--- config.mk ---
export PLATFORM = sky130hd
export DESIGN_NAME = card_clk_div
export DESIGN_NICKNAME = d
export VERILOG_FILES = /design/src/rtl/ccd_pkg.sv /design/src/rtl/ccd_sync.sv /design/src/rtl/ccd_decode.sv /design/src/rtl/ccd_gen.sv /design/src/rtl/card_clk_div.sv
export SDC_FILE = /design/constraint.sdc
export NUM_CORES = 1
export LEC_CHECK = 0
export CAP_MARGIN = 20
export CELL_PAD_IN_SITES_DETAIL_PLACEMENT = 0
export CELL_PAD_IN_SITES_GLOBAL_PLACEMENT = 1
export CORE_AREA = 2 2 54 56
export DETAILED_ROUTE_END_ITERATION = 7
export DIE_AREA = 0 0 56 58
export PLACE_DENSITY = 0.86
export SLEW_MARGIN = 20
export SYNTH_ARGS = -nofsm -noshare
export SYNTH_HDL_FRONTEND = slang
export SYNTH_HIERARCHICAL = 1
export SYNTH_SLANG_ARGS = --single-unit
--- constraint.sdc ---
create_clock -name clk_in -period 2.2 [get_ports clk_in]
set_input_delay 0.22 -clock clk_in [delete_from_list [all_inputs] [get_ports clk_in]]
set_output_delay 0.22 -clock clk_in [all_outputs]
set_load 0.01 [all_outputs]
--- src/rtl/ccd_pkg.sv ---
// Shared types and helpers for the card clock divider.
// Assumes that ratios are powers of two and are selected by a CODE_W-bit code.
package ccd_pkg;
    localparam int CODE_W = 2;
    localparam int CNT_W  = (1 << CODE_W) - 1;

    typedef enum logic [1:0] {
        CMD_NONE  = 2'd0,
        CMD_RATIO = 2'd1,
        CMD_STOP  = 2'd2
    } cmd_kind_e;

    typedef struct packed {
        cmd_kind_e         kind;
        logic [CODE_W-1:0] code;
        logic              lvl;
    } cmd_t;
endpackage

--- src/rtl/ccd_sync.sv ---
// Multi-stage synchroniser for a bus of independent asynchronous bits.
// Assumes that each bit is quasi-static and that no bus coherence is needed.
module ccd_sync #(
    parameter int              WIDTH  = 6,
    parameter int              STAGES = 2,
    parameter logic [WIDTH-1:0] RST_VAL = '0
) (
    input  logic             clk,
    input  logic             rst_n,
    input  logic [WIDTH-1:0] d_in,
    output logic [WIDTH-1:0] q_out
);
    logic [WIDTH-1:0] stage_q [STAGES];

    genvar s;
    generate
        for (s = 0; s < STAGES; s++) begin : g_stage
            // Shift one synchroniser stage.
            always_ff @(posedge clk) begin
                if (!rst_n) begin
                    stage_q[s] <= RST_VAL;
                end else if (s == 0) begin
                    stage_q[s] <= d_in;
                end else begin
                    stage_q[s] <= stage_q[(s == 0) ? 0 : s-1];
                end
            end
        end
    endgenerate

    assign q_out = stage_q[STAGES-1];
endmodule

--- src/rtl/ccd_decode.sv ---
// Detects the rising edge of the synchronised chip select and decodes the command.
// The fields are taken from the cycle before the edge, while select was still low.
module ccd_decode
    import ccd_pkg::*;
(
    input  logic clk,
    input  logic rst_n,
    input  logic sel_s,
    input  logic prog_s,
    input  logic mode_s,
    input  logic a1_s,
    input  logic a0_s,
    input  logic dat_s,
    output logic cmd_valid,
    output cmd_t cmd
);
    logic sel_d, prog_d, mode_d, a1_d, a0_d, dat_d;

    // Delay select and the fields by one cycle for edge detection.
    always_ff @(posedge clk) begin
        if (!rst_n) begin
            sel_d  <= 1'b1;
            prog_d <= 1'b1;
            mode_d <= 1'b0;
            a1_d   <= 1'b0;
            a0_d   <= 1'b0;
            dat_d  <= 1'b0;
        end else begin
            sel_d  <= sel_s;
            prog_d <= prog_s;
            mode_d <= mode_s;
            a1_d   <= a1_s;
            a0_d   <= a0_s;
            dat_d  <= dat_s;
        end
    end

    // Classify the fields that were held while select was low.
    always_comb begin
        cmd.code = {a1_d, a0_d};
        cmd.lvl  = ~dat_d;
        if (mode_d)
            cmd.kind = CMD_RATIO;
        else if (!a1_d && !a0_d)
            cmd.kind = CMD_STOP;
        else
            cmd.kind = CMD_NONE;
    end

    assign cmd_valid = sel_s && !sel_d && !prog_d && (cmd.kind != CMD_NONE);
endmodule

--- src/rtl/ccd_gen.sv ---
// Card clock generator with a single pending-command slot.
// Each level lasts 2^code core cycles. A ratio change is applied at a falling edge.
// A stop is applied only after a full level at the requested value.
module ccd_gen
    import ccd_pkg::*;
(
    input  logic              clk,
    input  logic              rst_n,
    input  logic              cmd_valid,
    input  cmd_t              cmd,
    output logic              card_clk,
    output logic              busy,
    output logic              stopped,
    output logic [CODE_W-1:0] run_code,
    output logic              pend_lvl
);
    logic [CNT_W-1:0]  cnt;
    logic [CNT_W:0]    half;
    logic              clk_q, pend_valid, pend_stop;
    logic [CODE_W-1:0] pend_code;
    logic              tick;

    // Length of one level for the running code.
    always_comb begin
        half = (CNT_W+1)'(1) << run_code;
        tick = ({1'b0, cnt} == half - 1'b1);
    end

    // Advance the divider and apply the pending command at a legal boundary.
    always_ff @(posedge clk) begin
        if (!rst_n) begin
            cnt        <= '0;
            clk_q      <= 1'b0;
            stopped    <= 1'b0;
            run_code   <= '0;
            pend_valid <= 1'b0;
            pend_stop  <= 1'b0;
            pend_lvl   <= 1'b0;
            pend_code  <= '0;
        end else begin
            if (stopped) begin
                if (pend_valid) begin
                    if (!pend_stop) begin
                        run_code   <= pend_code;
                        stopped    <= 1'b0;
                        cnt        <= '0;
                        pend_valid <= 1'b0;
                    end else if (pend_lvl == clk_q) begin
                        pend_valid <= 1'b0;
                    end else begin
                        stopped <= 1'b0;
                        cnt     <= '0;
                    end
                end
            end else if (tick) begin
                cnt <= '0;
                if (pend_valid && pend_stop && (clk_q == pend_lvl)) begin
                    stopped    <= 1'b1;
                    pend_valid <= 1'b0;
                end else begin
                    clk_q <= ~clk_q;
                    if (pend_valid && !pend_stop && clk_q) begin
                        run_code   <= pend_code;
                        pend_valid <= 1'b0;
                    end
                end
            end else begin
                cnt <= cnt + 1'b1;
            end
            if (cmd_valid) begin
                pend_valid <= 1'b1;
                pend_stop  <= (cmd.kind == CMD_STOP);
                pend_lvl   <= cmd.lvl;
                pend_code  <= cmd.code;
            end
        end
    end

    assign card_clk = clk_q;
    assign busy     = pend_valid;
endmodule

--- src/rtl/card_clk_div.sv ---
// Top of the programmable card clock divider.
// The command pins are asynchronous to clk_in. The reset is synchronous and active low.
module card_clk_div
    import ccd_pkg::*;
#(
    parameter int SYNC_STAGES = 2
) (
    input  logic clk_in,
    input  logic rst_n,
    input  logic sel_n,
    input  logic prog_n,
    input  logic mode_sel,
    input  logic addr1,
    input  logic addr0,
    input  logic data_in,
    output logic card_clk,
    output logic busy
);
    localparam int PINS = 6;
    localparam logic [PINS-1:0] PIN_IDLE = 6'b110000;

    logic [PINS-1:0]   pins_s;
    logic              cmd_valid, stopped, pend_lvl;
    logic [CODE_W-1:0] run_code;
    cmd_t              cmd;

    ccd_sync #(.WIDTH(PINS), .STAGES(SYNC_STAGES), .RST_VAL(PIN_IDLE)) u_sync (
        .clk   (clk_in),
        .rst_n (rst_n),
        .d_in  ({sel_n, prog_n, mode_sel, addr1, addr0, data_in}),
        .q_out (pins_s)
    );

    ccd_decode u_dec (
        .clk       (clk_in),
        .rst_n     (rst_n),
        .sel_s     (pins_s[5]),
        .prog_s    (pins_s[4]),
        .mode_s    (pins_s[3]),
        .a1_s      (pins_s[2]),
        .a0_s      (pins_s[1]),
        .dat_s     (pins_s[0]),
        .cmd_valid (cmd_valid),
        .cmd       (cmd)
    );

    ccd_gen u_gen (
        .clk       (clk_in),
        .rst_n     (rst_n),
        .cmd_valid (cmd_valid),
        .cmd       (cmd),
        .card_clk  (card_clk),
        .busy      (busy),
        .stopped   (stopped),
        .run_code  (run_code),
        .pend_lvl  (pend_lvl)
    );
endmodule

# Yosys cells after proc, flatten, opt, wreduce, memory -nomap -nowiden
# Memories as Yosys holds them, arrays and structs flattened.
# Index checks and enable logic that the tools add are counted.
# totals
inputBits	8
latchBits	0
wordCells	85
ramBits	12
out_inout_bits	2
n_memories	1
romBits	0
register_bits	18
# mem_list
name	depth	word_bits	rd	rd_clocked_by_memory_dff	wr	line	rtl
u_sync.stage_q	2	6	2	0	2	ccd_sync.sv:13	logic [WIDTH-1:0] stage_q [STAGES];
# classes
n_eq_ne	8
bitwise	6
n_addsub	2
n_mux	31
div	0
shifts	1
n_mul	0
n_reduce_logical	22
order_cmp	0
# ops
cell	n
1-bit 2-to-1 mux	16
2-bit 2-to-1 mux	8
3-bit 2-to-1 mux	5
6-bit 2-to-1 mux	2
1-bit logical AND	8
2-bit nonzero test	3
1-bit zero test	5
5-bit AND reduction	1
3-bit by 4-bit equality test with 1-bit output	1
2-bit != test (second input constant)	2
1-bit inverter	4
2-bit AND reduction	2
4-bit nonzero test	1
1-bit by 2-bit left shift with 4-bit output (first input constant)	1
4-bit by 1-bit subtractor with 4-bit output (second input constant)	1
3-bit by 1-bit adder with 3-bit output (second input constant)	1
3-bit != test (second input constant)	1
3-bit AND reduction	1
3-bit nonzero test	1
1-bit equality test	2
2-bit equality test (second input constant)	1
2-bit by 1-bit != test with 1-bit output (second input constant)	1
1-bit bitwise OR	2

# Logic depth before layout (Yosys ltp)
# logic_depth
word_depth	8
depth_mapped	6
depth_no_buf	5

# Hierarchy
# Netlist, hierarchy kept.
# modules_own_cells
module	cells_per_inst	instances	area_each_um2	seq_area_each_um2
ccd_gen	68	1	624.3	240.2
ccd_sync	25	1	322.8	240.2
ccd_decode	20	1	206.4	120.1

# Least setup slack after synthesis
# No wires, ideal clock.
# synth_timing
path_type	register to register
from	register u_gen.run_code[1]
to	register u_gen.pend_valid (netlist: u_gen/busy)
arrival_time_ns	1.166
slack_ns	0.904
n_path_buf	0
setup_ns	0.130
stages_incl_launch_ff	5
period_less_slack_ns	1.296
required_time_ns	2.070
path_cell_list	dfxtp_1 > nor3_4 > a32oi_4 > a2111oi_0 > nor3_1
# synth_between
elab_chain_cells	5
# synth_rtl
item	line	rtl
start: declaration	ccd_gen.sv:14	output logic [CODE_W-1:0] run_code,
start signal: assignment	ccd_gen.sv:44	run_code <= pend_code;
start signal: assignment	ccd_gen.sv:63	run_code <= pend_code;
1-bit by 2-bit left shift with 4-bit output	ccd_gen.sv:25	half = (CNT_W+1)'(1) << run_code;
4-bit by 1-bit subtractor with 4-bit output	ccd_gen.sv:26	tick = ({1'b0, cnt} == half - 1'b1);
3-bit by 4-bit equality test with 1-bit output	ccd_gen.sv:26	
3-bit nonzero test (no line)	-	
2-bit AND reduction (no line)	-	
end signal: assignment	ccd_gen.sv:36	pend_valid <= 1'b0;
end signal: assignment	ccd_gen.sv:47	pend_valid <= 1'b0;
end signal: assignment	ccd_gen.sv:49	pend_valid <= 1'b0;
end: declaration	ccd_gen.sv:19	logic clk_q, pend_valid, pend_stop;
# Every way passes these cells.
# A chain may end at the register's enable or synchronous reset.

# Worst setup path in the final report
# layout_timing
from	register u_gen.clk_q (netlist: u_gen/card_clk)
to	output port card_clk
# layout_rtl
item	line	rtl
start: declaration	ccd_gen.sv:19	
start signal: assignment	ccd_gen.sv:61	clk_q <= ~clk_q;
end: declaration	card_clk_div.sv:16	output logic card_clk,
# No word-level cell between the ends.

==> flow_summary.yaml <==
outcome:
  status: "complete, no violations"
global_route:
  antenna_found_initial: 0
  grt_max_degree: 18
  grt_pass1_wl_mm: 3.256
  grt_pass1_vias: 782
  grt_overflow: 0
  grtUsageTotal: 0.1323
layout:
  nNetsFinal: 132
  multi_input_area_sq_um: 496.7
  regArea_sq_um: 600.6
  antennaDiodeCount: 0
  area_delta_synth_final_pct: 13.45
  final_cell_mix: "dfxtp_1, and2_1, clkdlybuf4s50_1"
  layout_commonest_cell: "dfxtp_1"
  fillers: 250
  final_layout_size_suffix_gt1_frac: 0.09677
logic_synthesis:
  synth-edff-count: 0
  yosysUniqueCellTypes: 30
  ys_seq_elements: 30
  synth_fp_nets: 122
  yosysWarnings: 6
  synthCells: 113
  yosysSeqAreaShare: 0.5206
  ys.flop_type: "dfxtp_1"
  async_reset_ff_frac: 0
  netlist_area_sq_um: 1154
  synth.avg_cell_area_sq_um: 10.21
power:
  p_per_area_nw_per_um2: 710.2
  p_sw_frac: 0.2073
  p_sw_uw: 192.7
  power.total_uw: 929.5
  peakVddDrop_mv: 0.4699
  p_leak_uw: 0.0005028
  clock_power_share: 0.350
  power_frac_comb: 0.044
  p_int_uw: 736.8
  seqPwrFrac: 0.606
hold_path:
  hp-class: "reg2reg"
  min_to: "u_sync/stage_q[1][4]"
  worstHoldStart: "u_sync/stage_q[0][4]"
  hold_depth: 1
setup_path:
  path_class: "reg2out"
  crit_arrival_ns: 1.34
  cp_cell_sequence: "clkdlybuf4s50_1"
  crit_required_ns: 1.98
  cp_slowest_stage_delay_ns: 0.58
  r2r_slack_ns: 0.77
  critPathMaxFanout: 6
  worst-path-buf-inv: 1
  r2r_end: "u_gen/busy"
  reg2regPathDepth: 4
  cp_top_family: "buffers and inverters"
  r2r-start: "u_gen/run_code[1]"
  slowest_stage: "clkdlybuf4s50_1"
  crit_path_end_kind: "primary output"
  cp-start-kind: "flop"
clock_tree:
  holdBufCountCts: 0
  worstSkewPairLatency_ns: 0.32
  clk_pin_slew_ns: 0.08
  post_cts_buffers: 0
  ctsResizeCount: 0
  cts-root-buf: "clkbuf_4"
  clockBufferDepth: 2
  htreeDepth: 2
  cts_tree: "built"
  cts.sinks: 30
  cts_buffers: 5
route:
  drt_iter0_drc: 16
  wirelength_mm: 1.738
  vias_per_cell: 5.090
  routedWlPerCell_um: 11.21
  drt_first_pass_iters: 4
  vias: 789
  drc_errors: 0
  ant_nets: 0
sta:
  setup_tns_ns: 0
  period_minus_slack_ns: 1.565
  maxSlewHeadroom: 0.6342
  rsz0062_at_grt: "false"
  tightest_slew_ns: 0.5430
  hold_viol_final: 0
  setup_violations: 0
  finalWorstSetupSlack_ns: 0.6350
  clock.fmax_ghz: 0.6390
  finalCritPeriodShare: 0.7114
  finClkSkew_ns: 0.005884
  slew_viol_final: 0
floorplanning:
  rows: 19
  ios: 10
  die_x_um: 56
  die_h_um: 58
  initial_utilization: 0.4333
  core-area_sq_um: 2663
  dieArea_sq_um: 3248
job:
  max-cap-violations: 0
placement:
  hpwlAfterDp_mm: 1.233
  gp_congestion: 0.7604
  numPortBuffers: 9
  post-place-ws_ns: 0.7700
==> metrics by stage <==
step / util / instances / hold WS (ns) / cell area [sq um]
finish: 0.4915 / 155 / 0.4135 / 1309
global route: 0.4915 / 155 / 0.4361 / 1309
CTS: 0.4915 / 155 / 0.4172 / 1309
detailed placement: 0.4690 / 147 / 0.3929 / 1249
global placement: 0.4690 / 147 / 0.3890 / 1249
floorplan: - / 113 / 0.2930 / 1154
==> sequential cells by signal, indices dropped and copies added, names as in the netlist, 2 cells and up <==
register,flops
u_gen/pend_code,2
u_gen/run_code,2
u_sync/stage_q,12
u_gen/cnt,3
==> how the worst max path moves through the flow <==
stage                           start          to  depth (start not counted)
floorplan           u_gen/run_code[1]  u_gen/busy                          4
global placement    u_gen/run_code[1]  u_gen/busy                          4
detailed placement  u_gen/run_code[1]  u_gen/busy                          4
CTS                    u_gen/card_clk    card_clk                          1
global route           u_gen/card_clk    card_clk                          1
finish                 u_gen/card_clk    card_clk                          1
==> synthesized netlist by cell type (all sizes together), types with 2 or more instances <==
library cell	number	area, sq um
nor2	7	26.28
a211oi	3	22.52
xnor2	2	17.52
and2	13	81.33
nand2	7	26.28
dfxtp	30	600.6
nand3	3	15.01
a31oi	2	12.51
nand4b	2	17.52
clkbuf	2	7.510
o211a	2	20.02
mux2i	6	60.06
nor3	4	31.28
nand2b	7	43.79
buf	5	33.78
a21oi	4	23.77
inv	4	15.01
==> cell type report <==
| type | instances | share of cell area |
|---|---|---|
| flip-flops and latches | 30 | 0.4589 |
| inverters | 4 | 0.01147 |
| clock buffers | 7 | 0.04206 |
| clock inverters | 1 | 0.003824 |
| multi-input cells | 72 | 0.3795 |
| well taps | 31 | 0.02964 |
| repair buffers | 10 | 0.07457 |
==> worst reg2reg max path, stage by stage (launching register included) <==
cell	delay, ns
dfxtp_1	0.36
nor3_4	0.28
a32oi_4	0.19
a2111oi_0	0.40
nor3_1	0.08
==> kinds of logic (layout without fill, tap and decap cells) <==
family                     count (synthesis)  count (layout)  share of synthesized area
AOI/OAI and AO/OA                         17              17                     0.1247
xor gates and xnor gates                   3               3                    0.02278
adders and majority gates                  1               1                    0.01084
buffers and inverters                     11              22                    0.04880
DFF                                       30              30                     0.5206
muxes                                      6               6                    0.05206
and+or+nand+nor                           45              45                     0.2202
==> metal layers <==
metal | wire length, um | global-route usage
met1 | 801 | 0.1551
met2 | 788 | 0.1899
met3 | 99 | 0.07143
met4 | 48 | 0.08163
met5 | 0 | 0
==> power by group through the flow <==
stage / clock network, uW / logic [uW] / registers, uW
floorplan: 0 / 23.0 / 575
global placement: 0 / 39.9 / 576
detailed placement: 0 / 40.9 / 576
CTS: 341 / 41.2 / 563
global route: 368 / 46.1 / 566
finish: 326 / 40.6 / 563
Note: power is estimated with default switching activity, not from simulation.
